===== src/rtl/pairalu_pkg.sv =====
package pairalu_pkg;

  typedef enum logic [3:0] {
    SOP_MOV  = 4'h0,
    SOP_OR   = 4'h1,
    SOP_AND  = 4'h2,
    SOP_XOR  = 4'h3,
    SOP_ADD  = 4'h4,
    SOP_SUB  = 4'h5,
    SOP_SHR  = 4'h6,
    SOP_RSUB = 4'h7,
    SOP_SHL  = 4'hE,
    SOP_BAD  = 4'hF
  } subop_e;

  typedef struct packed {
    logic legal;
    logic writes_flag;
  } dec_info_t;

endpackage


===== src/rtl/pairalu_decode.sv =====
module pairalu_decode
  import pairalu_pkg::*;
(
  input  logic [3:0] sub_op,
  output subop_e     op,
  output dec_info_t  info
);

  always_comb begin
    op               = SOP_BAD;
    info.legal       = 1'b1;
    info.writes_flag = 1'b0;
    case (sub_op)
      4'h0: op = SOP_MOV;
      4'h1: op = SOP_OR;
      4'h2: op = SOP_AND;
      4'h3: op = SOP_XOR;
      4'h4: begin op = SOP_ADD;  info.writes_flag = 1'b1; end
      4'h5: begin op = SOP_SUB;  info.writes_flag = 1'b1; end
      4'h6: begin op = SOP_SHR;  info.writes_flag = 1'b1; end
      4'h7: begin op = SOP_RSUB; info.writes_flag = 1'b1; end
      4'hE: begin op = SOP_SHL;  info.writes_flag = 1'b1; end
      default: begin
        op         = SOP_BAD;
        info.legal = 1'b0;
      end
    endcase
  end

endmodule


===== src/rtl/pairalu_core.sv =====
module pairalu_core
  import pairalu_pkg::*;
#(
  parameter int unsigned DATA_W = 8
) (
  input  subop_e            op,
  input  logic [DATA_W-1:0] a,
  input  logic [DATA_W-1:0] b,
  output logic [DATA_W-1:0] result,
  output logic              flag_bit,
  output logic              add_carry,
  output logic              sub_gt,
  output logic              rsub_gt
);

  typedef logic [DATA_W-1:0] word_t;

  // sum with carry out in the top bit
  function automatic logic [DATA_W:0] f_add(input word_t p, input word_t q);
    return {1'b0, p} + {1'b0, q};
  endfunction

  // difference modulo 2^DATA_W
  function automatic word_t f_diff(input word_t p, input word_t q);
    return p - q;
  endfunction

  function automatic logic f_gt(input word_t p, input word_t q);
    return p > q;
  endfunction

  function automatic word_t f_shr(input word_t p);
    return p >> 1;
  endfunction

  function automatic word_t f_shl(input word_t p);
    return p << 1;
  endfunction

  logic [DATA_W:0] sum_w;

  assign sum_w     = f_add(a, b);
  assign add_carry = sum_w[DATA_W];
  assign sub_gt    = f_gt(a, b);
  assign rsub_gt   = f_gt(b, a);

  always_comb begin
    result   = '0;
    flag_bit = 1'b0;
    case (op)
      SOP_MOV:  result = b;
      SOP_OR:   result = a | b;
      SOP_AND:  result = a & b;
      SOP_XOR:  result = a ^ b;
      SOP_ADD:  begin result = sum_w[DATA_W-1:0]; flag_bit = add_carry; end
      SOP_SUB:  begin result = f_diff(a, b);      flag_bit = sub_gt;    end
      SOP_RSUB: begin result = f_diff(b, a);      flag_bit = rsub_gt;   end
      SOP_SHR:  begin result = f_shr(a);          flag_bit = a[0];      end
      SOP_SHL:  begin result = f_shl(a);          flag_bit = a[DATA_W-1]; end
      default: begin
        result   = '0;
        flag_bit = 1'b0;
      end
    endcase
  end

endmodule


===== src/rtl/pairalu_wrsel.sv =====
module pairalu_wrsel
  import pairalu_pkg::*;
#(
  parameter int unsigned IDX_W = 4
) (
  input  logic             valid,
  input  dec_info_t        info,
  input  logic [IDX_W-1:0] x_idx,
  output logic             wr_x,
  output logic             wr_f,
  output logic             vf_collide
);

  localparam logic [IDX_W-1:0] FLAG_IDX = {IDX_W{1'b1}};

  logic x_is_flag;

  assign x_is_flag  = (x_idx == FLAG_IDX);
  assign wr_f       = valid & info.legal & info.writes_flag;
  // the flag write lands last, so the result write is dropped
  assign vf_collide = wr_f & x_is_flag;
  assign wr_x       = valid & info.legal & ~vf_collide;

endmodule


===== src/rtl/pairop_alu.sv =====
module pairop_alu
  import pairalu_pkg::*;
#(
  parameter int unsigned DATA_W = 8,
  parameter int unsigned IDX_W  = 4
) (
  input  logic              clk,
  input  logic              rst_n,
  input  logic              in_valid,
  input  logic [3:0]        sub_op,
  input  logic [IDX_W-1:0]  x_idx,
  input  logic [DATA_W-1:0] opa,
  input  logic [DATA_W-1:0] opb,
  output logic              out_valid,
  output logic [DATA_W-1:0] res_x,
  output logic [DATA_W-1:0] res_f,
  output logic              we_x,
  output logic              we_f,
  output logic              op_illegal
);

  subop_e            op_w;
  dec_info_t         info_w;
  logic [DATA_W-1:0] core_res;
  logic              core_flag;
  logic              add_carry;
  logic              sub_gt;
  logic              rsub_gt;
  logic              wr_x_d;
  logic              wr_f_d;
  logic              vf_collide;
  logic              illegal_d;

  pairalu_decode u_dec (
    .sub_op (sub_op),
    .op     (op_w),
    .info   (info_w)
  );

  pairalu_core #(.DATA_W(DATA_W)) u_core (
    .op        (op_w),
    .a         (opa),
    .b         (opb),
    .result    (core_res),
    .flag_bit  (core_flag),
    .add_carry (add_carry),
    .sub_gt    (sub_gt),
    .rsub_gt   (rsub_gt)
  );

  pairalu_wrsel #(.IDX_W(IDX_W)) u_wrsel (
    .valid      (in_valid),
    .info       (info_w),
    .x_idx      (x_idx),
    .wr_x       (wr_x_d),
    .wr_f       (wr_f_d),
    .vf_collide (vf_collide)
  );

  assign illegal_d = in_valid & ~info_w.legal;

  always_ff @(posedge clk or negedge rst_n) begin
    if (!rst_n) begin
      out_valid  <= 1'b0;
      res_x      <= '0;
      res_f      <= '0;
      we_x       <= 1'b0;
      we_f       <= 1'b0;
      op_illegal <= 1'b0;
    end else begin
      out_valid  <= in_valid;
      we_x       <= wr_x_d;
      we_f       <= wr_f_d;
      op_illegal <= illegal_d;
      if (in_valid) begin
        res_x <= core_res;
        res_f <= {{(DATA_W-1){1'b0}}, core_flag};
      end
    end
  end

endmodule


===== config.mk =====
export PLATFORM = sky130hd
export DESIGN_NAME = pairop_alu
export DESIGN_NICKNAME = d
export VERILOG_FILES = /design/src/rtl/pairalu_pkg.sv /design/src/rtl/pairalu_decode.sv /design/src/rtl/pairalu_core.sv /design/src/rtl/pairalu_wrsel.sv /design/src/rtl/pairop_alu.sv
export SDC_FILE = /design/constraint.sdc
export NUM_CORES = 1
export LEC_CHECK = 0
export BUFFER_PORTS_ARGS = -buffer_cell sky130_fd_sc_hd__buf_4
export CAP_MARGIN = 30
export CELL_PAD_IN_SITES_DETAIL_PLACEMENT = 0
export CELL_PAD_IN_SITES_GLOBAL_PLACEMENT = 2
export CORE_ASPECT_RATIO = 0.5
export CORE_MARGIN = 3
export CORE_UTILIZATION = 32
export DETAILED_ROUTE_END_ITERATION = 10
export GPL_ROUTABILITY_DRIVEN = 0
export PLACE_DENSITY_LB_ADDON = 0.1
export SLEW_MARGIN = 20
export SYNTH_ARGS = -nofsm -noshare
export SYNTH_HDL_FRONTEND = slang
export SYNTH_SLANG_ARGS = --single-unit
export TNS_END_PERCENT = 5

===== constraint.sdc =====
create_clock -name clk -period 1.5 [get_ports clk]
set_input_delay 0.45 -clock clk [delete_from_list [all_inputs] [get_ports clk]]
set_output_delay 0.45 -clock clk [all_outputs]
set_load 0.005 [all_outputs]

## Yosys cells after proc, flatten, opt, wreduce, memory -nomap -nowiden

Index checks and enable logic that the tools add are counted.

- Flip-flop bits (word level): 13
- Bits in latches: 0
- Memory bits (writable): 0
- Bits in read-only memories: 0
- Input bits: 27
- Output and inout bits: 20
- Logic and storage cells: 47
- Memories kept: 0

- Add/sub/neg operators: 3
- Multiply operators: 0
- Div/mod/pow operators: 0
- Order comparisons: 2
- Equal/unequal tests: 17
- Shift operators: 0
- Muxes and demuxes: 5
- Bitwise operators: 10
- Reductions and logical operators: 4

Operators with widths:

| kind | count |
|---|---|
| $pmux W8 S9 | 1 |
| $pmux W4 S9 | 1 |
| $eq A4 B3 Y1 const B | 8 |
| $eq A4 B2 Y1 const B | 4 |
| $gt A8 B8 Y1 | 2 |
| $sub A8 B8 Y8 | 2 |
| $eq A4 B4 Y1 const B | 3 |
| $add A8 B8 Y9 | 1 |
| $reduce_or A9 Y1 | 1 |
| $and A8 B8 Y8 | 1 |
| $eq A4 B1 Y1 const B | 2 |
| $logic_not A4 Y1 | 2 |
| $or A8 B8 Y8 | 1 |
| $xor A8 B8 Y8 | 1 |
| $and A1 B1 Y1 | 5 |
| $pmux W1 S5 | 1 |
| $reduce_or A5 Y1 | 1 |
| $mux W1 | 2 |
| $not A1 Y1 | 2 |

## Logic depth before layout (Yosys ltp)

- Depth after elaboration: 8
- Gate-level depth with buffers: 10
- Gate-level depth less buffers: 10

## By module

Synthesis repeated with hierarchy kept, for this count alone.

- Cell total of the unflattened synthesis: 295
- Area total of the unflattened synthesis: 2441.1 um^2

Modules (own cells, without submodules):

| module | times used | cells each | area an instance (um^2) | seq. area each (um^2) |
|---|---|---|---|---|
| pairalu_core | 1 | 249 | 1828.0 | 0.0 |
| pairop_alu | 1 | 32 | 534.3 | 325.3 |
| pairalu_decode | 1 | 8 | 46.3 | 0.0 |
| pairalu_wrsel | 1 | 6 | 32.5 | 0.0 |

## Worst setup path before layout

Ideal clock, no wire load.

- Kind: input to register
- From: input port opa[5]
- To: register res_x[7]
- Library setup time: 0.118 ns
- Arrival: 2.266 ns
- Required time: 1.382 ns
- Setup slack: -0.884 ns
- Cell stages on the path: 9
- Path buffers: 1
- Cell sequence: inv_1 > ha_1 > buf_6 > or3_4 > or2_4 > o2111ai_2 > nor3_1 > or3_1 > a21o_1

- Word-level cells in the longest chain between the ends: 2
- Elaborated cells between the ends (all ways): 4
- Classes of those cells: add/sub: 3; mux: 1

Ends and longest elaborated chain:

| what | line | source |
|---|---|---|
| from (decl) | pairop_alu.sv:12 | `input logic [DATA_W-1:0] opa,` |
| $sub A8 B8 Y8 or $add A8 B8 Y9 (tied branches) | pairalu_core.sv:25, pairalu_core.sv:20 |  |
| $pmux W8 S9 (*) | pairalu_core.sv:50 | `case (op)` |
| to (signal assigned) | pairop_alu.sv:76 | `res_x <= core_res;` |
| to (decl) | pairop_alu.sv:15 | `output logic [DATA_W-1:0] res_x,` |

Mark *: on every way between the ends. The rest lies on a longest branch, timed or not.
A chain may end at the register's enable or synchronous reset.

## Worst setup path after layout

- From: input port opa[2]
- To: register res_f[0]

- Word-level cells in the longest chain between the ends: 2
- Elaborated cells between the ends (all ways): 4
- Classes of those cells: add/sub: 1; order compare: 2; mux: 1

Ends and longest elaborated chain:

| what | line | source |
|---|---|---|
| $add A8 B8 Y9 or $gt A8 B8 Y1 (tied branches) | pairalu_core.sv:20, pairalu_core.sv:29 |  |
| $pmux W1 S5 (*) | pairalu_core.sv:50 |  |
| to (signal assigned) | pairop_alu.sv:77 | `res_f <= {{(DATA_W-1){1'b0}}, core_flag};` |
| to (decl) | pairop_alu.sv:16 | `output logic [DATA_W-1:0] res_f,` |

Marks and branches as above.

==> reports/qor.yml <==
async_flop_share: 1.00
period_needed_ns: 2.10
ys.flop_type: "dfrtp_1"
drt_iter0_markers: 259
cts_root_buffer: "clkbuf_16"
start_util: 0.344
cp_common_cell: "buf_4"
clock_latency_ns: 0.24
required_ns: 1.62
cts_max_path_buffers: 2
hold_viol: 0
grt_pass1_vias: 2856
drt_pass1_iterations: 5
drt-total-wl_um: 9270
drc: 0
tritoncts: "built"
setup_ws_ns: -0.603
vias: 2923
wl_per_cell_um: 17.0
ys_ff_latch: 13
overflow: 0
io_buffers: 39
fillers: 651
grt_usage: 0.217
synth_edf_count: 0
critPathMaxStageDelay_ns: 0.31
final_util: 0.559
slew_violations: 0
finClkSkew_ns: 0
maxCapViolCount: 0
critPathKind: "in -> reg"
status: "finished, violations left"
syn-instance-count: 308
synth_area_um2: 2380
core_area_um2: 6940
io_pins: 47
hpwl_um: 7690
drtAntennaViolNets: 0
num-nets-final: 516
seq_area_um2: 325
antenna_found_initial: 0
grt_max_degree: 17
setup_viol: 9
htreeDepth: 1
cts_num_sinks: 13
syn_area_per_cell_um2: 7.74
post-route-period-util: 1.40
violations: "negative setup slack"
syn_to_final_growth_pct: 62.8
ys_seq_area_frac: 0.136
setup_tns_ns: -4.16
max_freq_mhz: 476
multiInputGateArea_um2: 2020
yosys_warnings: 0
crit_path_end_kind: "flip-flop"
ir_drop_mv: 0.317
drt-vias-per-instance: 5.37
arrival_ns: 2.22
p_per_area_nw_per_um2: 536
synth.distinct_cells: 63
hold_path_class: "in -> async"
layout-drive-gt1-share: 0.456
dieArea_um2: 8580
slowest_stage: "ha_2"
num_antenna_cells: 0
rows: 21
chipHeight_um: 67.0
cp_max_fo: 6
p_leak_nw: 1.86
path_cells: "buf_4 -> inv_1 -> ha_2 -> buf_4 -> a211oi_4 -> nor2_1 -> o21a_1 -> o21ai_2 -> a211oi_1 -> a2111o_1"
start_kind: "input pin"
numCtsBuffers: 3
die_w_um: 128
grt_pass1_wl_um: 14700
rsz0062_at_grt: "yes"
clk_pin_slew_ns: 0.05
==> critical path, delay by kind of cell <==
family,cells,cell delay [ns]
buffers and inverters,3,0.38
adder cells (fa/ha/maj),1,0.31
AO/OA/AOI/OAI,5,0.99
AND/OR/NAND/NOR,1,0.10
==> stage by stage <==
step	setup slack, ns	std cells	cell area, µm²	power, mW	hold WS (ns)
finish	-0.603	544	3880	2.08	0.0522
CTS	-0.630	543	3790	2.04	0.0542
floorplan	-0.683	314	2470	0.921	0.154
global placement	-1.01	538	3620	1.46	0.302
detailed placement	-1.06	538	3620	1.48	0.312
global route	-0.667	544	3880	2.21	0.0608
==> cells in the mapped netlist (all sizes together), types with 4 or more instances <==
library cell,number,share of area
xnor2,4,0.015
o21ai,20,0.042
nand2,20,0.031
buf,13,0.040
dfrtp,13,0.14
or3,5,0.015
mux2i,7,0.029
nand2b,5,0.013
nor2,24,0.038
nor2b,8,0.021
a22oi,6,0.019
ha,33,0.17
clkbuf,9,0.014
mux4,4,0.039
a21oi,18,0.038
nor3,7,0.017
inv,31,0.049
nor4,4,0.010
a31oi,4,0.010
o21bai,4,0.013
nand3,8,0.017
==> cell usage in the layout, fill, tap and decap left out, drive strengths merged, types with 8 or more instances in the layout <==
master	synthesis	final
buf	13	156
dfrtp	13	13
nor2	24	24
ha	33	33
a21oi	18	18
nand2	20	20
o21ai	20	20
nor2b	8	8
inv	31	31
nand3	8	8
==> report_power, final <==
group          internal [mW]  switching (mW)
registers              0.384          0.0176
clock network          0.359           0.151
logic                  0.592           0.575
==> area by class of cell <==
| type | instances | area share |
|---|---|---|
| clock buffer | 4 | 0.0203 |
| timing repair buffer | 156 | 0.307 |
| tap | 92 | 0.0297 |
| inverter | 32 | 0.0381 |
| multi-input combinational | 247 | 0.521 |
| sequential | 13 | 0.0838 |
==> state kept, by name (all words and copies together) (netlist names) <==
signal	cells
out_valid	1
op_illegal	1
we_x	1
res_x	8
we_f	1
res_f	1
==> what timing repair did <==
action	4_1_cts	5_1_grt
gates resized for setup	24	21
hold buffers	0	0
hold endpoints to repair	0	0
pin swaps	10	16
buffers inserted	1	1
setup endpoints to repair	9	9
==> logic make-up (layout without fill, tap and decap cells) <==
group | Yosys count | count (layout) | share of synthesized area
AO/OA/AOI/OAI | 92 | 92 | 0.266
adder cells (fa/ha/maj) | 36 | 36 | 0.198
buffers and inverters | 54 | 192 | 0.104
flip-flops | 13 | 13 | 0.136
AND/OR/NAND/NOR | 97 | 97 | 0.210
multiplexers | 11 | 11 | 0.0688
other | 1 | 7 | 0.00157
XOR/XNOR | 4 | 4 | 0.0147
==> path summary, 6_finish.rpt <==
| kind | from | end | slack [ns] | cells after the start |
|---|---|---|---|---|
| min | rst_n | res_x[5]$_DFFE_PN0P_ | 0.05 | 1 |
| max reg2reg | res_x[6]$_DFFE_PN0P_ | res_x[6]$_DFFE_PN0P_ | 0.18 | 5 |
| min reg2reg | res_x[0]$_DFFE_PN0P_ | res_x[0]$_DFFE_PN0P_ | 0.49 | 2 |
| max in group asynchronous | rst_n | res_x[4]$_DFFE_PN0P_ | 1.28 | 1 |
| min in group clk | x_idx[3] | we_x$_DFF_PN0_ | 0.38 | 2 |
| max | opa[2] | res_f[0]$_DFFE_PN0P_ | -0.60 | 10 |
==> routing by layer <==
metal,up-vias,global-route usage,part of all wire
met5,-,0,0
met4,0,0.0225,0.012
met3,14,0.0320,0.065
met2,121,0.347,0.43
met1,1398,0.317,0.49
li1,1390,-,-
No activity file was read; power rests on OpenSTA's default activity.
